$ cat src/rtl/lsd_pkg.sv
package lsd_pkg;

    typedef enum logic [1:0] {
        ATTR_LEGACY  = 2'b00,
        ATTR_RD_DRAM = 2'b01,
        ATTR_WR_DRAM = 2'b10,
        ATTR_DRAM    = 2'b11
    } seg_attr_t;

    typedef struct packed {
        logic cfg;
        logic legacy;
        logic dram;
    } route_t;

    localparam logic [1:0] SEL_ATTR = 2'd0;
    localparam logic [1:0] SEL_HOLE = 2'd1;
    localparam logic [1:0] SEL_WIN  = 2'd2;

    localparam logic [2:0] SZ_256M = 3'b000;
    localparam logic [2:0] SZ_64M  = 3'b110;
    localparam logic [2:0] SZ_128M = 3'b111;

endpackage

$ cat src/rtl/lsd_cfg_regs.sv
module lsd_cfg_regs
    import lsd_pkg::*;
#(
    parameter int NUM_FIELDS = 13,
    parameter int BASE_W     = 20,
    parameter int DATA_W     = 32
) (
    input  logic                    clk,
    input  logic                    rst_n,
    input  logic                    wr_en,
    input  logic [1:0]              wr_sel,
    input  logic [DATA_W-1:0]       wr_data,
    output logic [2*NUM_FIELDS-1:0] attr_bits,
    output logic                    hole_en,
    output logic [BASE_W-1:0]       win_base,
    output logic [2:0]              win_size,
    output logic                    win_en
);
    localparam int ATTR_W = 2 * NUM_FIELDS;

    typedef struct packed {
        logic [ATTR_W-1:0] attr;
        logic              hole;
        logic [BASE_W-1:0] base;
        logic [2:0]        size;
        logic              en;
    } regs_t;

    regs_t regs_d, regs_q;

    always_comb begin
        regs_d = regs_q;
        if (wr_en) begin
            case (wr_sel)
                SEL_ATTR: regs_d.attr = wr_data[ATTR_W-1:0];
                SEL_HOLE: regs_d.hole = wr_data[0];
                SEL_WIN: begin
                    regs_d.base = wr_data[BASE_W+3:4];
                    regs_d.size = wr_data[3:1];
                    regs_d.en   = wr_data[0];
                end
                default: ;
            endcase
        end
    end

    always_ff @(posedge clk) begin
        if (!rst_n) regs_q <= '0;
        else        regs_q <= regs_d;
    end

    assign attr_bits = regs_q.attr;
    assign hole_en   = regs_q.hole;
    assign win_base  = regs_q.base;
    assign win_size  = regs_q.size;
    assign win_en    = regs_q.en;

    logic unused_wdata;
    assign unused_wdata = ^wr_data;

endmodule

$ cat src/rtl/lsd_bios_seg.sv
module lsd_bios_seg
    import lsd_pkg::*;
#(
    parameter int ADDR_W    = 32,
    parameter int NUM_SMALL = 12
) (
    input  logic [ADDR_W-15:0]         a_hi,
    input  logic [2*(NUM_SMALL+1)-1:0] attr_bits,
    output logic                       in_bios,
    output seg_attr_t                  seg_attr
);
    localparam int NUM_FIELDS = NUM_SMALL + 1;
    localparam int FLD_W      = $clog2(NUM_FIELDS);

    logic [3:0]       blk;
    logic [FLD_W-1:0] field;

    always_comb begin
        blk     = a_hi[3:0];
        in_bios = (a_hi[ADDR_W-15:6] == '0) && (a_hi[5:4] == 2'b11);
        if (int'(blk) < NUM_SMALL) field = FLD_W'(blk);
        else                       field = FLD_W'(NUM_SMALL);
        seg_attr = seg_attr_t'(attr_bits[2*field +: 2]);
    end

endmodule

$ cat src/rtl/lsd_win_match.sv
module lsd_win_match
    import lsd_pkg::*;
#(
    parameter int ADDR_W = 32,
    parameter int BASE_W = 20
) (
    input  logic              clk,
    input  logic              rst_n,
    input  logic [ADDR_W-21:0] a_hi,
    input  logic [BASE_W-1:0] win_base,
    input  logic [2:0]        win_size,
    input  logic              win_en,
    output logic              hit
);
    localparam int PAD = BASE_W - (ADDR_W - 20);

    logic [BASE_W-1:0] a_ext, keep_mask;
    logic              size_ok;

    always_comb begin
        a_ext   = {{PAD{1'b0}}, a_hi};
        size_ok = 1'b1;
        case (win_size)
            SZ_256M: keep_mask = {BASE_W{1'b1}} << 8;
            SZ_128M: keep_mask = {BASE_W{1'b1}} << 7;
            SZ_64M:  keep_mask = {BASE_W{1'b1}} << 6;
            default: begin
                keep_mask = '0;
                size_ok   = 1'b0;
            end
        endcase
        hit = win_en && size_ok && (((a_ext ^ win_base) & keep_mask) == '0);
    end

    p_resv_off_r6: assert property (@(posedge clk) disable iff (!rst_n)
        (!win_en || (win_size inside {3'b001, 3'b010, 3'b011, 3'b100, 3'b101})) |-> !hit);

endmodule

$ cat src/rtl/legacy_steer_decoder.sv
module legacy_steer_decoder
    import lsd_pkg::*;
#(
    parameter int ADDR_W    = 32,
    parameter int PA_W      = 40,
    parameter int NUM_SMALL = 12,
    parameter int DATA_W    = 32
) (
    input  logic              clk,
    input  logic              rst_n,
    input  logic              wr_en,
    input  logic [1:0]        wr_sel,
    input  logic [DATA_W-1:0] wr_data,
    input  logic              req_valid,
    input  logic [ADDR_W-1:0] req_addr,
    input  logic              req_write,
    output logic              to_dram,
    output logic              to_legacy,
    output logic              to_cfg
);
    localparam int BASE_W     = PA_W - 20;
    localparam int NUM_FIELDS = NUM_SMALL + 1;

    logic [2*NUM_FIELDS-1:0] attr_bits;
    logic                    hole_en, win_en, win_hit, in_bios, in_hole;
    logic [BASE_W-1:0]       win_base;
    logic [2:0]              win_size;
    seg_attr_t               seg_attr;
    route_t                  route_d, route_q;

    lsd_cfg_regs #(.NUM_FIELDS(NUM_FIELDS), .BASE_W(BASE_W), .DATA_W(DATA_W)) u_regs (
        .clk(clk), .rst_n(rst_n), .wr_en(wr_en), .wr_sel(wr_sel), .wr_data(wr_data),
        .attr_bits(attr_bits), .hole_en(hole_en), .win_base(win_base),
        .win_size(win_size), .win_en(win_en)
    );

    lsd_bios_seg #(.ADDR_W(ADDR_W), .NUM_SMALL(NUM_SMALL)) u_seg (
        .a_hi(req_addr[ADDR_W-1:14]), .attr_bits(attr_bits),
        .in_bios(in_bios), .seg_attr(seg_attr)
    );

    lsd_win_match #(.ADDR_W(ADDR_W), .BASE_W(BASE_W)) u_win (
        .clk(clk), .rst_n(rst_n), .a_hi(req_addr[ADDR_W-1:20]), .win_base(win_base),
        .win_size(win_size), .win_en(win_en), .hit(win_hit)
    );

    assign in_hole = (req_addr[ADDR_W-1:24] == '0) && (req_addr[23:20] == 4'hF);

    always_comb begin
        route_d = '0;
        if (req_valid) begin
            if (win_hit) begin
                route_d.cfg = 1'b1;
            end else if (in_bios) begin
                case (seg_attr)
                    ATTR_LEGACY:  route_d.legacy = 1'b1;
                    ATTR_RD_DRAM: begin
                        route_d.dram   = !req_write;
                        route_d.legacy = req_write;
                    end
                    ATTR_WR_DRAM: begin
                        route_d.dram   = req_write;
                        route_d.legacy = !req_write;
                    end
                    default:      route_d.dram = 1'b1;
                endcase
            end else if (hole_en && in_hole) begin
                route_d.legacy = 1'b1;
            end else begin
                route_d.dram = 1'b1;
            end
        end
    end

    always_ff @(posedge clk) begin
        if (!rst_n) route_q <= '0;
        else        route_q <= route_d;
    end

    assign to_dram   = route_q.dram;
    assign to_legacy = route_q.legacy;
    assign to_cfg    = route_q.cfg;

    logic unused_low_addr;
    assign unused_low_addr = ^req_addr[13:0];

    p_one_flag_r8: assert property (@(posedge clk) disable iff (!rst_n)
        req_valid |=> ($countones({to_cfg, to_legacy, to_dram}) == 1));
    p_idle_quiet_r8: assert property (@(posedge clk) disable iff (!rst_n)
        !req_valid |=> !(to_cfg || to_legacy || to_dram));
    p_cfg_first_r7: assert property (@(posedge clk) disable iff (!rst_n)
        (req_valid && win_hit) |=> to_cfg);
    p_hole_legacy_r4: assert property (@(posedge clk) disable iff (!rst_n)
        (req_valid && hole_en && in_hole && !win_hit && !in_bios) |=> to_legacy);
    p_rd_dram_r2: assert property (@(posedge clk) disable iff (!rst_n)
        (req_valid && in_bios && !win_hit && !req_write && seg_attr == ATTR_RD_DRAM) |=> to_dram);

endmodule

$ cat config.mk
export PLATFORM = sky130hd
export DESIGN_NAME = legacy_steer_decoder
export DESIGN_NICKNAME = d
export VERILOG_FILES = /design/src/rtl/lsd_pkg.sv /design/src/rtl/lsd_cfg_regs.sv /design/src/rtl/lsd_bios_seg.sv /design/src/rtl/lsd_win_match.sv /design/src/rtl/legacy_steer_decoder.sv
export SDC_FILE = /design/constraint.sdc
export NUM_CORES = 1
export LEC_CHECK = 0
export ABC_AREA = 0
export BUFFER_PORTS_ARGS = -buffer_cell sky130_fd_sc_hd__buf_2
export CORE_UTILIZATION = 50
export DETAILED_ROUTE_END_ITERATION = 8
export PLACE_DENSITY = 0.79
export SYNTH_ARGS = -nofsm -noshare
export SYNTH_HDL_FRONTEND = slang
export SYNTH_SLANG_ARGS = --single-unit
export TNS_END_PERCENT = 30
$ cat constraint.sdc
create_clock -name clk -period 1.9 [get_ports clk]
set_input_delay 0.19 -clock clk [delete_from_list [all_inputs] [get_ports clk]]
set_output_delay 0.19 -clock clk [all_outputs]
set_load 0.005 [all_outputs]
; After elaboration in Yosys (flattened, before gate mapping)
; Index checks and enable logic that the tools add are counted.
[totals]
word_cells = 49
ff_bits = 54
output_inout_bits = 3
[classes]
n_eq_ne = 8
shifts = 1
reduce_logical = 18
n_bitwise = 4
order_cmp = 1
muxes = 9
[op_table]
columns = op, count
row1 = one-hot mux 20 bit (3 select lines), 1
row2 = variable part select 26 x 6 -> 2 bit, 1
row3 = AND 20 bit, 1
row4 = logical NOT 20 bit, 1
row5 = bitwise XOR 12 x 20 -> 20 bit, 1
row6 = logical NOT 12 bit, 1
row7 = logical NOT 8 bit, 1
row8 = AND reduction 2 bit, 4
row9 = "== test 2 bit, second input constant", 3
row10 = "== test 3 bit, second input constant", 2
row11 = one-hot mux 1 bit (3 select lines), 2
row12 = OR reduction 3 bit, 2
row13 = logical AND 1 bit, 5
row14 = "== test 2 x 1 -> 1 bit, second input constant", 2
row15 = "== test 4 bit, second input constant", 1
row16 = logical NOT 2 bit, 2
row17 = "less-than comparator 4 bit, second input constant", 1
row18 = 2-to-1 mux 1 bit, 4
row19 = 2-to-1 mux 4 bit, 1
row20 = logical NOT 3 bit, 1
row21 = 2-to-1 mux 2 bit, 1
row22 = inverter 1 bit, 2
row23 = logical NOT 1 bit, 1

; Logic depth before layout (Yosys ltp)
; Gate-level depths: netlist of the first run.
[logic_depth]
depth_word = 6
ltp_mapped = 6
mapped_depth_nobuf = 5

; Modules after synthesis
; Synthesis of the first run repeated with hierarchy kept, for this count alone.
[unflattened]
cells_unflattened = 253
hier_area_um2 = 2529.9
[modules_own_cells]
columns = module, n_inst, cells_each, area_each_um2
row1 = lsd_cfg_regs, 1, 197, 1999.4
row2 = lsd_bios_seg, 1, 27, 269.0
row3 = legacy_steer_decoder, 1, 14, 151.4
row4 = lsd_win_match, 1, 15, 110.1

; Worst setup path before layout of the first run
; No wires, ideal clock.
[synth_path]
path_kind = in2reg
startpoint = input port req_addr[30]
endpoint = register route_q (netlist bit to_dram)
n_path_buf = 0
setup_slack_ns = 0.218
path_stages = 5
arrival_time_ns = 1.565
path_cell_list = or4_4 nor4_4 nand4_1 a211o_1 and4b_1
[synth_via]
elab_chain_len = 5
elab_cells_between_ends = 12
cone_classes = mux (2) / bitwise (2) / reduce/logical (8)
[synth_lines]
columns = element, line
row1 = from (decl), legacy_steer_decoder.sv:15  ; input logic [ADDR_W-1:0] req_addr,
row2 = bitwise XOR 12 x 20 -> 20 bit or logical NOT 8 bit (tied branches), "lsd_win_match.sv:32, legacy_steer_decoder.sv:47"
row3 = AND 20 bit or logical AND 1 bit (tied branches), "lsd_win_match.sv:32, legacy_steer_decoder.sv:47"
row4 = logical NOT 20 bit or logical AND 1 bit (tied branches), "lsd_win_match.sv:32, legacy_steer_decoder.sv:67"
row5 = logical AND 1 bit or 2-to-1 mux 1 bit (tied branches), "lsd_win_match.sv:32, legacy_steer_decoder.sv:67"
row6 = OR reduction 3 bit (no line) or 2-to-1 mux 2 bit (tied branches), -
row7 = to (signal assigned), legacy_steer_decoder.sv:77  ; else route_q <= route_d;
row8 = to (decl), legacy_steer_decoder.sv:29  ; route_t route_d, route_q;
; Several ways; a longest one is shown, not always the timed one.
; A chain may end at the register's enable or synchronous reset.

; Worst setup path after layout of the first run
[layout_path]
startpoint = register u_regs.regs_q[22], in the netlist u_regs.win_base[18]
endpoint = register route_q (netlist bit to_dram)
[layout_via]
elab_chain_len = 5
[layout_lines]
columns = element, line
row1 = from (decl), lsd_cfg_regs.sv:29  ; regs_t regs_d, regs_q;
row2 = from (signal assigned), lsd_cfg_regs.sv:49  ; else regs_q <= regs_d;
row3 = bitwise XOR 12 x 20 -> 20 bit, lsd_win_match.sv:32  ; hit = win_en && size_ok && (((a_ext ^ win_base) & keep_mask) == '0);
row4 = AND 20 bit, lsd_win_match.sv:32
row5 = logical NOT 20 bit, lsd_win_match.sv:32
row6 = logical AND 1 bit, lsd_win_match.sv:32
row7 = OR reduction 3 bit (no line), -
; No other way between the ends.

==> metrics.md, run 1 <==
| Metric | Value |
|---|---|
| TritonCTS Buffers | 5 |
| Largest net degree at the start of global routing | 32 |
| Synth-to-layout area growth | 18.52% |
| Final hold vios | 0 |
| Min-delay worst type | in2reg |
| Setup Viol. Count Final | 0 |
| RSZ-0062 raised after global routing | false |
| Gpl congestion | 0.8125 |
| Largest area contributor in the netlist | dfxtp_1 |
| Setup tns final | 0 ps |
| DIE AREA | 0.004702 mm^2 |
| Reg clk slew, reported paths | 90 ps |
| Drt total wl | 5067 um |
| Crit-path cells | or4_1 > nor3_2 > nand3_1 > o21bai_1 > and4b_1 |
| Achievable clock frequency | 576.2 MHz |
| CP required | 2110 ps |
| Crit-path max FO | 2 |
| Initial antenna violation count | 0 |
| Period utilisation layout | 91.34% |
| Netlist Area Pre-Place | 0.002216 mm^2 |
| H-tree lvl count | 2 |
| CP Class | reg2reg |
| Drt first-iter violations | 128 |
| Worst Tran Pin Value | 719.7 ps |
| Layout Nets | 379 |
| Total GRT Usage | 23.81% |
| Startpoint Class | register |
| First-pass GRT wire length | 7900 um |
| Core area | 0.004115 mm^2 |
| Worst vdd ir | 0.6319 mV |
| CP endpoint kind | register |
| Setup Buffers After CTS | 0 |
| # rows | 23 |
| Port bufs | 53 |
| Synth warn | 0 |
| Reg2reg path depth | 5 |
| Share of cells above drive strength 1 | 24.60% |
| PD cells | 770.0 mW/mm^2 |
| Worst-skew pair later-pin latency | 310 ps |
| Yosys reg bits | 48 |
| Synth area leaders | dfxtp_1 (43%), nand2_1 (16%), a21boi_1 (15%) |
| Max cap viols | 0 |
| Starting Density | 53.85% |
| Vias | 1941 |
| Cells after synthesis | 259 |
| Vias per cell | 5.407 |
| Routed wire per std cell | 14.11 um |
| Max-slew headroom | 51.87% |
| Post-synthesis sequential area ratio | 43.37% |
| Syn_nets | 330 |
| Slew Limit Fails | 0 |
| Finished Cell Area | 0.002626 mm^2 |
| Hold path cells | 3 |
| CTS max path bufs | 2 |
| CTS tree | built |
| Synthesized area per cell | 8.556 um^2 |
| Die width | 68.57 um |
| EDFF count, synth | 0 |
| Die Height | 68.57 um |
| Root Driver | clkbuf_8 |
| Yosys top cell area share | 43.37% |
| Hold bufs inserted after CTS | 0 |
| Grt total ovfl | 0 |
| Area after DPL | 0.002510 mm^2 |
| Top_reg_cell synth | dfxtp_1 |
| Leak | 1.045 nW |
| Pre-Repair DR Iteration Count | 4 |
| Clock skew | 11.67 ps |
| Post-DP HPWL | 3659 um |
| Outcome | completed |
| Netlist cell types | 40 |
| Worst path max stage delay | 540 ps |
| Number of global-route vias before repair | 1796 |
| Arrival @ worst endpoint | 1940 ps |
| Post-DRT Antenna Nets | 0 |
| Crit-path slowest cell | or4_1 |
| CTS Sinks | 48 |
| DR DRC count | 0 |
| Async set-reset flop share out of synthesis | 0% |
| N_diodes | 0 |
| Minimum clock period | 1735 ps |
| # IOs | 74 |
layout by cell type (no fill, tap or decap), types with 2 or more instances in the layout:
cell and n:
xor2_1 4, buf_2 53, o211ai_1 2, a21boi_1 44
or4_4 2, nand3b_1 2, dfxtp_1 48, nand2_1 92
nand4_1 2, nand2b_1 2, a31oi_1 2, clkbuf_8 5
nor2b_1 3, xnor2_1 2, nand3_1 3, mux2i_1 6
buf_4 5, mux4_2 3, or4_1 3, nor2_1 4
metal layers:
metal	global-route usage (%)	up-vias	routed length [um]
met5	0	-	0
met4	8.854	0	70
met3	7.072	7	284
met2	39.58	60	2434
met1	28.85	901	2277
li1	-	973	-
worst max-delay path, delay by kind of cell (launching register included):
| family | cells | cell delay (ps) |
|---|---|---|
| AND/OR/NAND/NOR | 4 | 1070 |
| flip-flops | 1 | 320 |
| AO/OA/AOI/OAI | 1 | 250 |
power breakdown:
part	leakage (nW)	internal, mW	switching, mW
clock	0.0541	0.390	0.352
sequential	0.390	1.04	0.0174
combinational	0.601	0.108	0.118
total	1.04	1.54	0.487
logic make-up after synthesis:
family                 Yosys count  synth area share [%]
flip-flops                      48                 43.37
multiplexers                     9                 5.759
AND/OR/NAND/NOR                124                 26.03
AO/OA/AOI/OAI                   55                 18.86
XOR/XNOR                         6                 2.372
buffers and inverters           17                 3.613
layout make-up:
class | instances | area [um^2]
Tap cell | 50 | 62.56
Fill cell | 383 | 1489
Sequential cell | 48 | 960.9
Timing Repair Buffer | 58 | 302.8
Multi-Input combinational cell | 194 | 1185
Inverter | 1 | 3.754
Clock buffer | 5 | 68.82
Clock inverter | 3 | 42.54
synthesized netlist by cell type (all sizes together), types with 2 or more instances:
cell	n
a21boi	44
a31oi	2
buf	2
clkbuf	14
dfxtp	48
mux2i	6
mux4	3
nand2	92
nand2b	2
nand3	3
nand3b	2
nand4	2
nor2	4
nor2b	3
nor4	2
o211ai	2
or4	5
xnor2	2
xor2	4
what timing repair did:
item | 4_1_cts | 5_1_grt
hold endpoints to repair | 0 | 0
endpoints found under the setup margin | 0 | 1
resized for setup | 0 | 1
flip-flops by register name, summed over array words and instances, names as in the netlist:
register	cells
to_cfg	1
to_dram	1
to_legacy	1
u_regs.attr_bits	26
u_regs.hole_en	1
u_regs.win_base	14
u_regs.win_en	1
u_regs.win_size	3
metrics by stage:
stage / power [mW] / worst slack, ps / hold WS (ps) / utilization [%] / cells
2_1_floorplan: 1.204 / 218.4 / 321.2 / - / 259
3_3_place_gp: 1.297 / 30.74 / 429.9 / 60.99 / 351
3_5_place_dp: 1.303 / 5.142 / 436.9 / 60.99 / 351
5_1_grt: 2.108 / 60.58 / 105.8 / 63.82 / 359
6_report: 2.022 / 164.6 / 108.2 / 63.82 / 359
4_1_cts: 2.037 / 95.72 / 106.7 / 63.70 / 359
path summary, 6_finish.rpt:
path                                           start              endpoint  slack (ps)
worst min-delay path                      wr_data[7]   u_regs.attr_bits[7]         110
worst min register to register  u_regs.attr_bits[18]  u_regs.attr_bits[18]         450
worst max-delay path             u_regs.win_base[18]               to_dram         160
worst max register to register   u_regs.win_base[18]               to_dram         160
Note: power is estimated with default switching activity, not from simulation.
==> inputs of run 2 (changes only) <==
- CORE_UTILIZATION: 50 -> 40
- PLACE_DENSITY: 0.79 -> 0.66
==> metrics.md, run 2 (synthesized netlist as in run 1, its figures left out) <==
| Metric | Value |
|---|---|
| Final hold vios | 0 (unchanged) |
| Power share of the clock group | 33.2% (was 36.7%) |
| Setup Viol. Count Final | 0 (unchanged) |
| Outcome | completed (unchanged) |
| DIE AREA | 0.005842 mm^2 (was 0.004702 mm^2) |
| DP Worst Slack | -40.44 ps (was 5.142 ps) |
| Slew Limit Fails | 0 (unchanged) |
| Root Driver | clkbuf_8 (unchanged) |
| Combinational share of power | 11.7% (was 11.2%) |
| Worst vdd ir | 0.3740 mV (was 0.6319 mV) |
| Psw | 470.0 uW (was 487.0 uW) |
| Initial antenna violation count | 0 (unchanged) |
| Switching Fraction | 24.56% (was 24.08%) |
| CTS max path bufs | 2 (unchanged) |
| Clock skew | 5.335 ps (was 11.67 ps) |
| N_diodes | 0 (unchanged) |
| Worst-skew pair later-pin latency | 300 ps (was 310 ps) |
| Crit-path max FO | 2 (unchanged) |
| Setup tns final | 0 ps (unchanged) |
| Startpoint Class | register (unchanged) |
| Die Height | 76.43 um (was 68.57 um) |
| Worst path max stage delay | 510 ps (was 540 ps) |
| Vias per cell | 5.013 (was 5.407) |
| Starting Density | 42.57% (was 53.85%) |
| Die width | 76.43 um (was 68.57 um) |
| Final Power | 1.914 mW (was 2.022 mW) |
| Post-DRT Antenna Nets | 0 (unchanged) |
| Seq. cell area | 960.9 um^2 (unchanged) |
| CP endpoint kind | register (unchanged) |
| Drt first-iter violations | 100 (was 128) |
| CTS Sinks | 48 (unchanged) |
| Max cap viols | 0 (unchanged) |
| Commonest non-fill, non-tap cell in the layout | nand2_1 (unchanged) |
| Vias | 1905 (was 1941) |
| Fill count | 535 (was 383) |
| # IOs | 74 (unchanged) |
| CP required | 2110 ps (about the same) |
| Crit-path slowest cell | or4_1 (unchanged) |
| Achievable clock frequency | 560.1 MHz (was 576.2 MHz) |
| TritonCTS Buffers | 5 (unchanged) |
| Setup Buffers After CTS | 0 (unchanged) |
| Final worst slack | 114.6 ps (was 164.6 ps) |
| Minimum clock period | 1785 ps (was 1735 ps) |
| Share of cells above drive strength 1 | 23.87% (was 24.60%) |
| Crit-path cells | or4_1 > nor3_1 > nand3_1 > o21bai_1 > and4b_1 (was or4_1 > nor3_2 > nand3_1 > o21bai_1 > and4b_1) |
| Drt total wl | 5068 um (was 5067 um) |
| Routed wire per std cell | 13.34 um (was 14.11 um) |
| Max-slew headroom | 52.78% (was 51.87%) |
| Flop pwr share | 55.1% (was 52.2%) |
| Pre-Repair DR Iteration Count | 4 (unchanged) |
| # rows | 26 (was 23) |
| Largest net degree at the start of global routing | 34 (was 32) |
| Gpl congestion | 0.7553 (was 0.8125) |
| Grt total ovfl | 0 (unchanged) |
| Min-delay worst type | in2reg (unchanged) |
| Period utilisation layout | 93.97% (was 91.34%) |
| Core area | 0.005205 mm^2 (was 0.004115 mm^2) |
| First-pass GRT wire length | 8528 um (was 7900 um) |
| Arrival @ worst endpoint | 1990 ps (was 1940 ps) |
| Hold Slack | 109.5 ps (was 108.2 ps) |
| Layout Nets | 380 (was 379) |
| RSZ-0062 raised after global routing | false (unchanged) |
| Synth-to-layout area growth | 18.80% (was 18.52%) |
| H-tree lvl count | 2 (unchanged) |
| Port bufs | 53 (unchanged) |
| Multi-input gate area | 0.001180 mm^2 (was 0.001185 mm^2) |
| Worst Tran Pin Value | 706.2 ps (was 719.7 ps) |
| Post-DP HPWL | 3729 um (was 3659 um) |
| CP Class | reg2reg (unchanged) |
| P_int | 1.444 mW (was 1.535 mW) |
| Final core utilization | 50.58% (was 63.82%) |
| Commonest non-fill, non-tap cells in the layout | nand2_1 (92), buf_2 (53), dfxtp_1 (48), a21boi_1 (44) (was nand2_1 (92), buf_2 (53), dfxtp_1 (48), a21boi_1 (44), mux2i_1 (6)) |
| Leak | 1.039 nW (was 1.045 nW) |
| CTS tree | built (unchanged) |
| PD cells | 726.9 mW/mm^2 (was 770.0 mW/mm^2) |
| Hold bufs inserted after CTS | 0 (unchanged) |
| DR DRC count | 0 (unchanged) |
| Reg clk slew, reported paths | 80 ps (was 90 ps) |
| Post-CTS sizing | 0 (unchanged) |
| Total GRT Usage | 18.73% (was 23.81%) |
| Number of global-route vias before repair | 1828 (was 1796) |
| Max reg flops | 26 (unchanged) |
[run 2: cell types whose count changed in the layout (fill, tap and decap cells not counted), sizes merged]
cell,delta
buf,+1
bufinv,-1
clkbuf,+3
clkinv,-1
clkinvlp,-1
[run 2: final timing paths]
path | startpoint | to | slack, ps | cells past startpoint
setup / recovery | u_regs.win_base[18] | to_dram | 110 | 5
hold / removal | wr_data[4] | u_regs.attr_bits[4] | 110 | 3
setup reg to reg | u_regs.win_base[18] | to_dram | 110 | 5
hold reg to reg | u_regs.attr_bits[1] | u_regs.attr_bits[1] | 450 | 2
[run 2: stage by stage]
| stage | area [um^2] | cells |
|---|---|---|
| after CTS | 2633 | 380 |
| after floorplan | 2216 | 259 |
| after global routing | 2633 | 380 |
| final | 2633 | 380 |
| after global placement | 2542 | 372 |
| after detailed placement | 2542 | 372 |
[run 2: routing by layer]
layer	wire length, um	vias to the layer above	GRT usage (%)	share of wire [%]
met4	78	0	6.346	1.5
met3	246	8	4.910	4.9
met5	0	-	0	0
met1	2637	868	26.35	52
li1	-	977	-	-
met2	2105	52	27.48	42
[run 2: power groups by stage]
stage	sequential, mW	clock, mW	combinational [mW]
floorplan	1.07	0	0.130
detailed placement	1.08	0	0.226
finish	1.05	0.634	0.225
CTS	1.05	0.655	0.227
global route	1.06	0.696	0.250
global placement	1.08	0	0.224
[run 2: layout make-up]
type,count,share of cell area [%]
Sequential cell,48,36.50
Timing Repair Buffer,59,11.79
Multi-Input combinational cell,194,44.82
Tap cell,70,3.327
Clock buffer,8,3.422
Inverter,1,0.1426
[run 2: critical path, delay by kind of cell (launching register included)]
kind             cells  cell delay [ps]
AND/OR/NAND/NOR      4             1130
AO/OA/AOI/OAI        1              230
flip-flops           1              320
==> inputs of run 3 (changes only) <==
- CORE_UTILIZATION: 40 -> 50
- PLACE_DENSITY: 0.66 -> 0.79
- RECOVER_POWER: default -> 25
==> metrics.md, run 3 (synthesized netlist as in run 1, its figures left out) <==
| Metric | Value |
|---|---|
| Outcome | completed (unchanged) |
| Arrival @ worst endpoint | 1930 ps (was 1990 ps) |
| # IOs | 74 (unchanged) |
| Vias | 1937 (was 1905) |
| Worst Tran Pin Value | 1110 ps (was 706.2 ps) |
| Setup Viol. Count Final | 0 (unchanged) |
| Core area | 0.004115 mm^2 (was 0.005205 mm^2) |
| Worst vdd ir | 0.6326 mV (was 0.3740 mV) |
| Starting Density | 53.85% (was 42.57%) |
| Leak | 1.033 nW (was 1.039 nW) |
| Flop pwr share | 52.2% (was 55.1%) |
| Pre-Repair DR Iteration Count | 4 (unchanged) |
| CTS max path bufs | 2 (unchanged) |
| Critical path's top delay family | simple AND/OR/NAND/NOR gates (unchanged) |
| Worst-skew pair later-pin latency | 310 ps (was 300 ps) |
| Root Driver | clkbuf_8 (unchanged) |
| P_int | 1.533 mW (was 1.444 mW) |
| Worst reg2reg startpoint | u_regs.win_base[18] (unchanged) |
| Die Height | 68.57 um (was 76.43 um) |
| Crit-path slowest cell | or4_1 (unchanged) |
| RSZ-0062 raised after global routing | false (unchanged) |
| Worst path max stage delay | 540 ps (was 510 ps) |
| Commonest non-fill, non-tap cell in the layout | nand2_1 (unchanged) |
| Achievable clock frequency | 581.3 MHz (was 560.1 MHz) |
| TritonCTS Buffers | 5 (unchanged) |
| Post-DRT Antenna Nets | 0 (unchanged) |
| Vias per cell | 5.396 (was 5.013) |
| Layout Nets | 379 (was 380) |
| Critical path buffer and inverter count | 0 (unchanged) |
| DR DRC count | 0 (unchanged) |
| N_diodes | 0 (unchanged) |
| CTS tree | built (unchanged) |
| Crit-path cells | or4_1 > nor3_2 > nand3_1 > o21bai_1 > and4b_1 (was or4_1 > nor3_1 > nand3_1 > o21bai_1 > and4b_1) |
| H-tree lvl count | 2 (unchanged) |
| Min-delay worst type | in2reg (unchanged) |
| Crit-path max FO | 2 (unchanged) |
| Clock skew | 10.40 ps (was 5.335 ps) |
| Critical path origin | u_regs.win_base[18] (unchanged) |
| # rows | 23 (was 26) |
| Die width | 68.57 um (was 76.43 um) |
| Placed Instances | 351 (was 372) |
| DIE AREA | 0.004702 mm^2 (was 0.005842 mm^2) |
| Minimum clock period | 1720 ps (was 1785 ps) |
| Initial antenna violation count | 0 (unchanged) |
| Total GRT Usage | 23.81% (was 18.73%) |
| Port bufs | 53 (unchanged) |
| Slew Limit Fails | 0 (unchanged) |
| CTS Sinks | 48 (unchanged) |
| CP Class | reg2reg (unchanged) |
| Power share of the clock group | 36.7% (was 33.2%) |
| Synth-to-layout area growth | 18.18% (was 18.80%) |
| Final hold vios | 0 (unchanged) |
| Max cap viols | 0 (unchanged) |
| Post-DP HPWL | 3659 um (was 3729 um) |
| Hold path start | wr_data[7] (was wr_data[4]) |
| Max-slew headroom | 25.98% (was 52.78%) |
| PD cells | 771.3 mW/mm^2 (was 726.9 mW/mm^2) |
| Number of global-route vias before repair | 1796 (was 1828) |
| Setup tns final | 0 ps (unchanged) |
| Largest net degree at the start of global routing | 32 (was 34) |
| Psw | 486.5 uW (was 470.0 uW) |
| Max reg flops | 26 (unchanged) |
| Commonest non-fill, non-tap cells in the layout | nand2_1 (92), buf_2 (53), dfxtp_1 (48), a21boi_1 (34), a21boi_0 (10) (was nand2_1 (92), buf_2 (53), dfxtp_1 (48), a21boi_1 (44)) |
| Grt total ovfl | 0 (unchanged) |
| Period utilisation layout | 90.54% (was 93.97%) |
| CP required | 2110 ps (about the same) |
| Share of cells above drive strength 1 | 23.95% (was 23.87%) |
| Startpoint Class | register (unchanged) |
| Drt first-iter violations | 153 (was 100) |
| CP endpoint kind | register (unchanged) |
| Switching Fraction | 24.08% (was 24.56%) |
| Reg clk slew, reported paths | 90 ps (was 80 ps) |
| Routed wire per std cell | 14.09 um (was 13.34 um) |
| Post-route insts no fill | 359 (was 380) |
| Drt total wl | 5058 um (was 5068 um) |
| First-pass GRT wire length | 7900 um (was 8528 um) |
| Combinational share of power | 11.1% (was 11.7%) |
| Gpl congestion | 0.8125 (was 0.7553) |
[run 3: cell types whose count changed in the layout (fill, tap and decap cells not counted), sizes merged]
cell / delta
clkbuf: -1
buf: -3
clkinvlp: +1
clkinv: +1
bufinv: +1
[run 3: tightest hold or removal path, stage by stage]
cell	delay, ps
buf_2	90
nand2_1	40
a21boi_1	50
[run 3: cell type report]
cell class | count | area, um^2
fill | 385 | 1496
multi-input combinational | 194 | 1185
sequential | 48 | 960.9
timing repair buffer | 58 | 295.3
clock buffer | 5 | 68.82
tap | 50 | 62.56
clock inverter | 3 | 42.54
inverter | 1 | 3.754
[run 3: power groups by stage]
stage	registers [mW]	logic [mW]	clock network, mW
after detailed placement	1.08	0.224	0
after global routing	1.06	0.249	0.799
after floorplan	1.07	0.130	0
after global placement	1.08	0.219	0
after CTS	1.05	0.226	0.757
final	1.05	0.224	0.741
[run 3: timing repair]
item,CTS,global route
endpoints found under the setup margin,0,1
gates resized for setup,0,1
hold buffers,0,0
buffers inserted,0,0
[run 3: final timing paths]
kind | endpoint | slack, ps | depth (start not counted)
max | to_dram | 180 | 5
max reg2reg | to_dram | 180 | 5
min | u_regs.attr_bits[7] | 110 | 3
min reg2reg | u_regs.win_base[13] | 450 | 2
[run 3: stage by stage]
| stage | total power, mW | worst slack [ps] | cell area (um^2) | utilization [%] | hold WS (ps) |
|---|---|---|---|---|---|
| 2_1_floorplan | 1.204 | 218.4 | 2216 | - | 321.2 |
| 3_3_place_gp | 1.297 | 30.74 | 2510 | 60.99 | 429.9 |
| 3_5_place_dp | 1.303 | 5.142 | 2510 | 60.99 | 436.9 |
| 4_1_cts | 2.037 | 95.72 | 2621 | 63.70 | 106.7 |
| 5_1_grt | 2.106 | 60.58 | 2619 | 63.64 | 105.8 |
| 6_report | 2.020 | 179.8 | 2619 | 63.64 | 107.3 |
[run 3: routing by layer]
layer | global-route usage (%) | wire, um | share of wire [%] | vias up
met5 | 0 | 0 | 0 | -
met1 | 28.85 | 2261 | 45 | 896
met2 | 39.58 | 2449 | 48 | 63
met3 | 7.072 | 292 | 5.8 | 6
li1 | - | - | - | 972
met4 | 8.854 | 54 | 1.1 | 0
